$ cat config.mk
export PLATFORM = sky130hd
export DESIGN_NAME = crb16_enc_slice
export DESIGN_NICKNAME = d
export VERILOG_FILES = /design/src/rtl/crb_pkg.sv /design/src/rtl/crb_r4_digit.sv /design/src/rtl/crb_polarize.sv /design/src/rtl/crb16_enc_slice.sv
export SDC_FILE = /design/constraint.sdc
export NUM_CORES = 1
export LEC_CHECK = 0
export CELL_PAD_IN_SITES_DETAIL_PLACEMENT = 0
export CELL_PAD_IN_SITES_GLOBAL_PLACEMENT = 1
export CORE_AREA = 4 4 41 43
export DETAILED_ROUTE_END_ITERATION = 8
export DIE_AREA = 0 0 45 47
export DONT_BUFFER_PORTS = 1
export PLACE_DENSITY = 0.45
export SYNTH_ARGS = -nofsm -noshare
export SYNTH_HDL_FRONTEND = slang
export SYNTH_SLANG_ARGS = --single-unit
$ cat constraint.sdc
create_clock -name vclk -period 0.8
set_input_delay 0.16 -clock vclk [all_inputs]
set_output_delay 0.16 -clock vclk [all_outputs]
set_load 0.01 [all_outputs]
$ cat src/rtl/crb_pkg.sv
package crb_pkg;

   localparam int SEL_W   = 5;
   localparam int SEL_1X  = 0;
   localparam int SEL_2X  = 1;
   localparam int SEL_4X  = 2;
   localparam int SEL_8X  = 3;
   localparam int SEL_5X  = 4;
   localparam int DIGITS  = 2;
   localparam int WIN_W   = 2 * DIGITS + 1;

   typedef struct packed {
      logic sgn;
      logic m2;
      logic m1;
   } r4_digit_t;

   function automatic int line_weight(input int idx);
      case (idx)
         SEL_1X:  return 1;
         SEL_2X:  return 2;
         SEL_4X:  return 4;
         SEL_8X:  return 8;
         SEL_5X:  return 5;
         default: return 0;
      endcase
   endfunction

   function automatic int sel_weight(input logic [SEL_W-1:0] s);
      int acc;
      acc = 0;
      for (int i = 0; i < SEL_W; i++)
         if (s[i]) acc += line_weight(i);
      return acc;
   endfunction

endpackage

$ cat src/rtl/crb_r4_digit.sv
module crb_r4_digit
   import crb_pkg::*;
(
   input  logic [2:0] trio,
   output r4_digit_t  digit
);

   always_comb begin
      digit.sgn = trio[2];
      digit.m1  = trio[1] ^ trio[0];
      digit.m2  = (trio[2] & ~trio[1] & ~trio[0]) | (~trio[2] & trio[1] & trio[0]);
   end

   // a digit is never magnitude 1 and 2 at once
   always_comb begin
      p_mag_excl_r1: assert (!(digit.m1 && digit.m2))
         else $error("digit magnitude lines both high");
   end

endmodule

$ cat src/rtl/crb_polarize.sv
module crb_polarize
   import crb_pkg::*;
(
   input  r4_digit_t        dig_lo,
   input  r4_digit_t        dig_hi,
   output logic [SEL_W-1:0] pos_sel,
   output logic [SEL_W-1:0] neg_sel,
   output logic             swap
);

   logic hi_nz;
   logic lo_nz;
   logic agree;

   assign hi_nz = dig_hi.m2 | dig_hi.m1;
   assign lo_nz = dig_lo.m2 | dig_lo.m1;
   assign agree = hi_nz & lo_nz & (dig_hi.sgn == dig_lo.sgn);
   assign swap  = hi_nz ? dig_hi.sgn : ~dig_hi.sgn;

   always_comb begin
      pos_sel = '0;
      neg_sel = '0;
      if (!hi_nz) begin
         neg_sel[SEL_2X] = dig_lo.m2;
         neg_sel[SEL_1X] = dig_lo.m1;
      end else if (agree) begin
         if (dig_lo.m1) begin
            pos_sel[SEL_5X] = 1'b1;
         end else begin
            pos_sel[SEL_8X] = 1'b1;
            neg_sel[SEL_2X] = 1'b1;
         end
      end else begin
         pos_sel[SEL_8X] = dig_hi.m2;
         pos_sel[SEL_4X] = dig_hi.m1;
         neg_sel[SEL_2X] = dig_lo.m2;
         neg_sel[SEL_1X] = dig_lo.m1;
      end
   end

   always_comb begin
      p_pos_onehot_r3: assert ($onehot0(pos_sel))
         else $error("plus select not one-hot");
      p_neg_onehot_r3: assert ($onehot0(neg_sel))
         else $error("minus select not one-hot");
      p_pos_lines_r5: assert (pos_sel[SEL_2X:SEL_1X] == 2'b00)
         else $error("plus side raised a small line");
      p_neg_lines_r5: assert (neg_sel[SEL_5X:SEL_4X] == 2'b00)
         else $error("minus side raised a large line");
      if (agree) begin
         p_same_upper_r8: assert (dig_hi.m1 && !dig_hi.m2)
            else $error("same-sign pair with upper magnitude 2");
      end
   end

endmodule

$ cat src/rtl/crb16_enc_slice.sv
module crb16_enc_slice
   import crb_pkg::*;
(
   input  logic [4:0] y_grp,
   output logic [4:0] pos_sel,
   output logic [4:0] neg_sel,
   output logic       swap
);

   r4_digit_t dig [DIGITS];

   for (genvar k = 0; k < DIGITS; k++) begin : g_enc
      crb_r4_digit u_enc (
         .trio  (y_grp[2*k+2 : 2*k]),
         .digit (dig[k])
      );
   end

   crb_polarize u_pol (
      .dig_lo  (dig[0]),
      .dig_hi  (dig[1]),
      .pos_sel (pos_sel),
      .neg_sel (neg_sel),
      .swap    (swap)
   );

   int v_in;
   int v_out;

   always_comb begin
      v_in  = 4 * (int'(y_grp[3]) + int'(y_grp[2]) - 2 * int'(y_grp[4]))
            + (int'(y_grp[1]) + int'(y_grp[0]) - 2 * int'(y_grp[2]));
      v_out = sel_weight(pos_sel) - sel_weight(neg_sel);
      if (swap) v_out = -v_out;
   end

   // recombined row value equals the window's radix-16 digit
   always_comb begin
      p_value_r2: assert (v_out == v_in)
         else $error("row value %0d differs from window value %0d", v_out, v_in);
   end

endmodule

# Word-level counts from Yosys, hierarchy flattened
# Cells that the tools add are included.
# totals
ff_bits	0
input_bits	5
output_inout_bits	11
# classes
eq_ne	1
muxes	10
bitwise_logic	21
# op_table
cell	n
$and A1 B1 Y1	10
$mux W1	8
$not A1 Y1	5
$or A1 B1 Y1	4
$mux W3	1
$mux W2	1
$xor A1 B1 Y1	2
$eq A1 B1 Y1	1

# Longest topological paths before layout
# Gate-level depths: netlist of the first run.
# depth
word_depth	9
ltp_mapped	3

# By module
# A second synthesis of the first run with hierarchy kept.
# unflattened
cells_unflattened	27
hier_area_um2	197.7
# by_module_without_submodules
module	instances	cells_each	area_each_um2
crb_polarize	1	17	132.6
crb_r4_digit	2	5	32.5

# Worst setup path before layout of the first run
# Ideal clock, no wire load.
# synth_path
kind	input to output
start	input y_grp[2]
end	output pos_sel[4]
arrival_ps	775
required_time_ps	640
path_slack_ps	-135
path_stages	2
n_path_buf	0
path_cell_list	or3b_1 -> a21oi_1
# synth_via
elab_chain_len	9
elab_cells_between_ends	17
cone_classes	1 x eq/ne; 2 x mux; 14 x bitwise
# synth_rtl
item	line_no	text
from (decl)	crb16_enc_slice.sv:4	input logic [4:0] y_grp,
$not A1 Y1	crb_r4_digit.sv:11	digit.m2 = (trio[2] & ~trio[1] & ~trio[0]) | (~trio[2] & trio[1] & trio[0]);
$and A1 B1 Y1 (2 in a row)	crb_r4_digit.sv:11	
$or A1 B1 Y1	crb_r4_digit.sv:11	
$or A1 B1 Y1	crb_polarize.sv:16	assign lo_nz = dig_lo.m2 | dig_lo.m1;
$and A1 B1 Y1 (2 in a row)	crb_polarize.sv:17	assign agree = hi_nz & lo_nz & (dig_hi.sgn == dig_lo.sgn);
$mux W1	crb_polarize.sv:26	end else if (agree) begin
$mux W3 (*)	crb_polarize.sv:23	if (!hi_nz) begin
to (decl)	crb16_enc_slice.sv:5	output logic [4:0] pos_sel,
# Every way passes the cells marked *; elsewhere a longest branch is shown, timed or not.

# Final worst setup path of the first run
# layout_path
start	input y_grp[2]
end	output neg_sel[0]
# layout_via
elab_chain_len	9
elab_cells_between_ends	17
cone_classes	1 x eq/ne; 2 x mux; 14 x bitwise
# layout_rtl
item	line_no	text
$not A1 Y1	crb_r4_digit.sv:11	
$and A1 B1 Y1 (2 in a row)	crb_r4_digit.sv:11	
$or A1 B1 Y1	crb_r4_digit.sv:11	
$or A1 B1 Y1	crb_polarize.sv:16	
$and A1 B1 Y1 (2 in a row)	crb_polarize.sv:17	
$mux W1	crb_polarize.sv:26	
$mux W2 (*)	crb_polarize.sv:23	
to (decl)	crb16_enc_slice.sv:6	output logic [4:0] neg_sel,
# Marks and branches as above.

==> flow_summary.toml, run 1 <==
[yosys]
synthTopCellsByArea = "buf_4 (21%), nand2b_1 (10%), o22ai_1 (10%)"
synth_warnings = 0
avgSynthCellArea_um2 = 6.882
syn_area_um2 = 178.9
synth_cells = 26
synth_top_area_cell = "buf_4"
synth.distinct_cells = 15
yosysSeqAreaShare_pct = 0
yosys.area.top_type_share_pct = 20.98

[setup_path]
worstPathCellList = "or3b_4 -> and3b_2"
crit_required_ns = 0.64
cp_top_family = "simple AND/OR/NAND/NOR gates"
crit_type = "input pin to output pin"
endpoint_kind = "output pin"
cp_max_fo = 9
worstSetupStartpointType = "input pin"
cpMaxStageDelayCell = "or3b_4"
cp_data_arrival_time_ns = 0.77
max_stage_delay_ns = 0.38
startpoint = "y_grp[2]"
cp_num_buf_inv = 0

[drt]
ant_nets = 0
drt_wl_total_um = 427
avgViaCountPerCell = 3.854
firstDrtPassIters = 2
drt-initial-drc-count = 3
drc_errors = 0
post_drt_wl_per_cell_um = 10.41
vias = 158

[layout]
nets = 33
drive_above_1_share_pct = 30.77
clockBufferCount = 0
final-seq-area_um2 = 0
flops_and_latches = 0
antenna_cells = 0
multi_input_area_um2 = 185.2
fin_util_pct = 16.83
fillers = 161
syn_to_final_growth_pct = 22.38

[die]
die_h_um = 47
rows = 13
start_util_pct = 13.75
io_pins = 16
dieArea_um2 = 2115
core_area_um2 = 1301
die_x_um = 45

[clock_tree]
cts_resized = 0

[sta]
min_period_ns = 0.9291
hold_viol = 0
worst_slack_ns = -0.1291
setup_viol = 2
finalMaxSlewViolations = 0
rsz0062_at_grt = "true"
period_share_pct = 116.1
timing.hold.ws_ns = 0.4086
max_freq_mhz = 1076

[hold_path]
min_from = "y_grp[0]"
worstHoldPathType = "input pin to output pin"
hold_depth = 1
hold-path-endpoint = "neg_sel[1]"

[global_routing]
grt_usage_pct = 3.462
grt_pass1_vias = 132
grt_max_degree = 10
grt_pass1_wl_um = 586
antenna_found_initial = 0
grt.overflow.total = 0

[placement]
dp_hpwl_um = 401.1
io_buffers = 0
finalWeightedCongestion = 0.5592

[power_and_ir_drop]
p_total_uw = 112.1
p_leak_nw = 0.08000
peakVddDrop_v = 0.00007544
pwr_density_cell_nw_per_um2 = 512.0

[run_status]
violations = "negative setup slack"
outcome = "finished, violations left"

[job]
max_cap_violations = 0
## layer usage
layer	wire [um]	part of all wire (%)	global-route usage, %
met2	273	64	9.322
met3	37	8.7	0
met4	0	0	0
met1	116	27	2.472
met5	0	0	0
## layout by cell type (no fill, tap or decap)
cell type,count
xnor2_1,1
and3b_2,1
o22ai_1,1
a21oi_2,1
o22ai_4,1
o21ba_4,1
nand3b_1,1
or3b_4,1
a21boi_0,1
o22ai_2,1
nand2b_1,3
a21boi_1,1
conb_1,5
nand2_1,1
o21a_1,1
a21oi_1,1
buf_4,2
or2b_1,2
## cell type report
class | count | share of cell area (%)
repair buffers | 2 | 6.857
multi-input cells | 24 | 84.57
well taps | 15 | 8.571
## cells in the mapped netlist, drive strengths merged
cell and instances:
conb 1, a21boi 2, xnor2 1, clkbuf 1
o21ba 1, nand3b 1, nand2b 3, buf 5
or3b 1, and3b 1, o21a 1, or2b 2
a21oi 2, nand2 1, o22ai 3
## logic make-up (layout without fill, tap and decap cells)
| family | after synthesis | after routing | synth area share (%) |
|---|---|---|---|
| compound gates | 9 | 9 | 34.27 |
| simple gates | 9 | 9 | 34.97 |
| buf+inv | 6 | 2 | 23.78 |
| other cells | 1 | 5 | 2.096 |
| xor+xnor | 1 | 1 | 4.896 |
## power by group
part,internal (mW),switching [mW],leakage [nW]
sequential,0,0,0
clock,0,0,0
combinational,0.0561,0.0560,0.0800
total,0.0561,0.0560,0.0800
## worst max-delay path by stage
stage / endpoint / slack, ns / depth (start not counted)
2_1_floorplan: neg_sel[0] / -0.12 / 2
3_3_place_gp: neg_sel[0] / -0.13 / 2
3_5_place_dp: neg_sel[0] / -0.13 / 2
4_1_cts: neg_sel[0] / -0.13 / 2
5_1_grt: neg_sel[0] / -0.14 / 2
6_report: neg_sel[0] / -0.13 / 2
## metrics by stage
| step | worst slack, ns | cells | cell area (um2) | TNS (ns) |
|---|---|---|---|---|
| 6_report | -0.1291 | 41 | 219.0 | -0.2286 |
| 5_1_grt | -0.1371 | 41 | 219.0 | -0.2880 |
| 4_1_cts | -0.1313 | 41 | 219.0 | -0.2345 |
| 3_5_place_dp | -0.1319 | 41 | 219.0 | -0.2344 |
| 3_3_place_gp | -0.1317 | 41 | 219.0 | -0.2366 |
| 2_1_floorplan | -0.1210 | 30 | 236.5 | -0.2046 |
## what timing repair did
item                                    4_1_cts  5_1_grt
endpoints found under the setup margin        2        3
endpoints found under the hold margin         0        0
buffers inserted                              0        0
hold buffers                                  0        0
Power figures use the tool's default switching activity.
==> run 2, diff against run 1 <==
Settings changed: PLACE_DENSITY 0.45 to 0.47, SYNTH_HIERARCHICAL from default to 1.
==> flow_summary.toml, run 2 <==
[sta]
worst_slack_ns = -0.1660
max_freq_mhz = 1035
tns_ns = -0.6097
min_period_ns = 0.9660
hold_viol = 0
finalMaxSlewViolations = 0
timing.hold.ws_ns = 0.3829
period_share_pct = 120.7
rsz0062_at_grt = "true"
setup_viol = 6

[layout]
antenna_cells = 0
mostFrequentLayoutCell = "conb_1"
clockBufferCount = 0
final-seq-area_um2 = 0
flops_and_latches = 0
syn_to_final_growth_pct = 60.13
drive_above_1_share_pct = 62.96
nets = 34
multi_input_area_um2 = 271.5
fin_util_pct = 24.33
fillers = 157

[yosys]
synth_warnings = 6
synth_top_family_by_area = "simple AND/OR/NAND/NOR gates"
synth.distinct_cells = 16
syn_area_um2 = 197.7
synth_compound_area_share_pct = 20.25
synthSimpleGateAreaFrac_pct = 29.75
synth_cells = 27
synth.most_common_cell = "buf_4"
yosys.area.top_type_share_pct = 26.58
avgSynthCellArea_um2 = 7.322
synthTopCellsByArea = "buf_4 (27%), xor2_1 (13%), xnor2_2 (8.2%)"
synth_fa_ha_area_share_pct = 0
synthTopCellsByCount = "buf_4 (7), xor2_1 (3), nand2_1 (2), nand2b_1 (2), o22ai_1 (2)"
synth-xor-area-share_pct = 21.52
synthMuxAreaShare_pct = 0
yosysSeqAreaShare_pct = 0
synth_top_area_cell = "buf_4"

[die]
die_h_um = 47
io_pins = 16
die_x_um = 45
start_util_pct = 15.19
core_area_um2 = 1301
dieArea_um2 = 2115
rows = 13

[job]
max_cap_violations = 0

[drt]
vias = 149
ant_nets = 0
firstDrtPassIters = 1
drt_wl_total_um = 407
avgViaCountPerCell = 3.548
drt-initial-drc-count = 0
drc_errors = 0
post_drt_wl_per_cell_um = 9.690

[global_routing]
grt.overflow.total = 0
grt-busiest-layer = "met2"
met2_usage_pct = 8.192
grt_max_degree = 7
grt_util_met3_pct = 0.7663
grt_pass1_wl_um = 586
grt_pass1_vias = 137
grt_usage_pct = 3.473
gr-usage-met1_pct = 2.948
antenna_found_initial = 0

[power_and_ir_drop]
peakVddDrop_v = 0.0001956
p_leak_nw = 0.1192
pwr_density_cell_nw_per_um2 = 670.1

[placement]
finalWeightedCongestion = 0.6269
io_buffers = 0

[setup_path]
worstSetupStartpointType = "input pin"
crit_required_ns = 0.64
cp_max_fo = 3
crit_type = "input pin to output pin"
cp_data_arrival_time_ns = 0.81
endpoint_kind = "output pin"

[clock_tree]
post_cts_buffers = 0
cts_hold_buffers = 0

[run_status]
violations = "negative setup slack"
outcome = "finished, violations left"

[hold_path]
worstHoldPathType = "input pin to output pin"
## run 2: cell count changes in the layout (fill, tap and decap cells not counted), moves of 2 or more
| cell | change |
|---|---|
| or2b_1 | -2 |
| nand2b_4 | +2 |
| xor2_4 | +2 |
| and2_4 | +2 |
| nand2b_1 | -3 |
## run 2: cell type report
cell class	instances	share of cell area, %
Timing Repair Buffer	3	8.300
Multi-Input combinational cell	24	85.77
Tap cell	15	5.929
## run 2: layer usage
metal  routed length [um]  share of wire, %
met5                    0                 0
met2                  248                61
met3                   37               9.1
met4                    0                 0
met1                  121                30
## run 2: timing repair
item,in CTS,in global routing
endpoints found under the hold margin,0,0
cloned,0,0
gates resized for setup,5,6
endpoints found under the setup margin,6,6
pin swaps,3,4
## run 2: cell families after synthesis
group	count (synthesis)
compound gates	6
buf+inv	7
other cells	1
xor+xnor	4
simple gates	9
## run 2: final timing paths
| kind | from | end | slack (ns) | cells after the start |
|---|---|---|---|---|
| worst max-delay path | y_grp[3] | pos_sel[3] | -0.17 | 5 |
| worst min-delay path | y_grp[4] | swap | 0.38 | 1 |
## run 2: power by group
group / internal, mW / leakage, nW / switching, mW / total, mW
combinational: 0.115 / 0.119 / 0.0974 / 0.212
clock: 0 / 0 / 0 / 0
sequential: 0 / 0 / 0 / 0
## run 2: critical path: stages
cell	delay (ns)
xor2_4	0.17
buf_6	0.12
a31oi_1	0.15
a21oi_1	0.06
buf_4	0.15
## run 2: metrics by stage
step                      std cells  instance area [um2]  total power [mW]  setup WS [ns]
after floorplan                  31                276.5            0.1746        -0.1246
after global placement           42                254.0            0.1710        -0.1800
after detailed placement         42                254.0            0.1727        -0.1799
after CTS                        42                284.0            0.1932        -0.1673
after global routing             42                316.6            0.2276        -0.2125
final                            42                316.6            0.2121        -0.1660
==> run 3, diff against run 2 <==
Settings changed: CORE_AREA 4 4 41 43 to 2 2 39 41, DIE_AREA 0 0 45 47 to 0 0 41 43, PLACE_DENSITY 0.47 to 0.45, SYNTH_HIERARCHICAL 1 to default.
==> flow_summary.toml, run 3 (same netlist as run 1, synthesis figures left out) <==
[sta]
hold_viol = 0
setup_viol = 2
min_period_ns = 0.9341
max_freq_mhz = 1071
finalMaxSlewViolations = 0
period_share_pct = 116.8
worst_slack_ns = -0.1341
rsz0062_at_grt = "true"

[hold_path]
worstHoldPathType = "input pin to output pin"
hold_depth = 1
min_from = "y_grp[0]"
hold-path-endpoint = "neg_sel[1]"

[die]
start_util_pct = 12.93
rows = 14
dieArea_um2 = 1763
core_area_um2 = 1384
die_h_um = 43
die_x_um = 41
io_pins = 16

[setup_path]
crit_required_ns = 0.64
cp_data_arrival_time_ns = 0.77
cp_top_family = "simple AND/OR/NAND/NOR gates"
endpoint_kind = "output pin"
crit_type = "input pin to output pin"
cp_max_fo = 9
worstPathCellList = "or3b_4 -> and3b_2"
worstSetupStartpointType = "input pin"
cpMaxStageDelayCell = "or3b_4"
max_stage_delay_ns = 0.38
cp_num_buf_inv = 0

[drt]
drc_errors = 0
firstDrtPassIters = 1
ant_nets = 0
topRoutingLayerUsed = "met3"
avgViaCountPerCell = 4.049
dr_wl_met2_um = 154
vias = 166
drt-initial-drc-count = 0
post_drt_wl_per_cell_um = 10.27
drt_wl_total_um = 421
dr_wl_met3_um = 106
wl_met1_um = 161

[global_routing]
antenna_found_initial = 0
grt_pass1_vias = 129
grt_usage_pct = 4.196
grt.overflow.total = 0
grt_max_degree = 10
grt_pass1_wl_um = 538

[placement]
finalWeightedCongestion = 0.6706
dp.cells = 41
post-place-ws_ns = -0.1375
dp_hpwl_um = 349.7
io_buffers = 0
place_area_um2 = 212.7

[clock_tree]
cts_resized = 0
post_cts_buffers = 0
cts_hold_buffers = 0

[layout]
mostFrequentLayoutCells = "conb_1 (5), nand2b_1 (3), or2b_1 (2)"
stdcell_area_um2 = 212.7
fin_cells = 41
clockBufferCount = 0
nets = 32
syn_to_final_growth_pct = 18.88
flops_and_latches = 0
antenna_cells = 0
fin_util_pct = 15.37
final-seq-area_um2 = 0
mostFrequentLayoutCell = "conb_1"
multi_input_area_um2 = 185.2
fillers = 161
drive_above_1_share_pct = 28.00

[job]
max_cap_violations = 0

[power_and_ir_drop]
p_leak_nw = 0.07552
peakVddDrop_v = 0.0001014
pwr_density_cell_nw_per_um2 = 513.1

[run_status]
violations = "negative setup slack"
outcome = "finished, violations left"
## run 3: worst max-delay path by stage
stage | from | to | slack (ns) | cells after the start
floorplan | y_grp[2] | neg_sel[0] | -0.12 | 2
global placement | y_grp[2] | neg_sel[0] | -0.13 | 2
detailed placement | y_grp[2] | neg_sel[0] | -0.14 | 2
CTS | y_grp[2] | neg_sel[0] | -0.14 | 2
global route | y_grp[2] | neg_sel[0] | -0.16 | 2
finish | y_grp[2] | neg_sel[0] | -0.13 | 2
## run 3: metal layers
metal  GRT usage (%)  up-vias
met5               0        -
met4               0        0
met3           4.712        0
met2           5.313       13
met1           5.063       72
li1                -       81
## run 3: where the power goes
part | internal [mW] | total (mW) | switching, mW
Clock | 0 | 0 | 0
Sequential | 0 | 0 | 0
Combinational | 0.0531 | 0.109 | 0.0560
Total | 0.0531 | 0.109 | 0.0560
## run 3: through the flow
step           TNS [ns]  hold slack (ns)  power [mW]
2_1_floorplan   -0.2046           0.4221      0.1240
3_3_place_gp    -0.2433           0.4107      0.1103
3_5_place_dp    -0.2500           0.4143      0.1102
4_1_cts         -0.2515           0.4142      0.1109
5_1_grt         -0.3583           0.4204      0.1207
6_report        -0.2376           0.4133      0.1091
## run 3: cell type report
cell class	count	area share [%]
well taps	16	9.412
repair buffers	1	3.529
multi-input cells	24	87.06
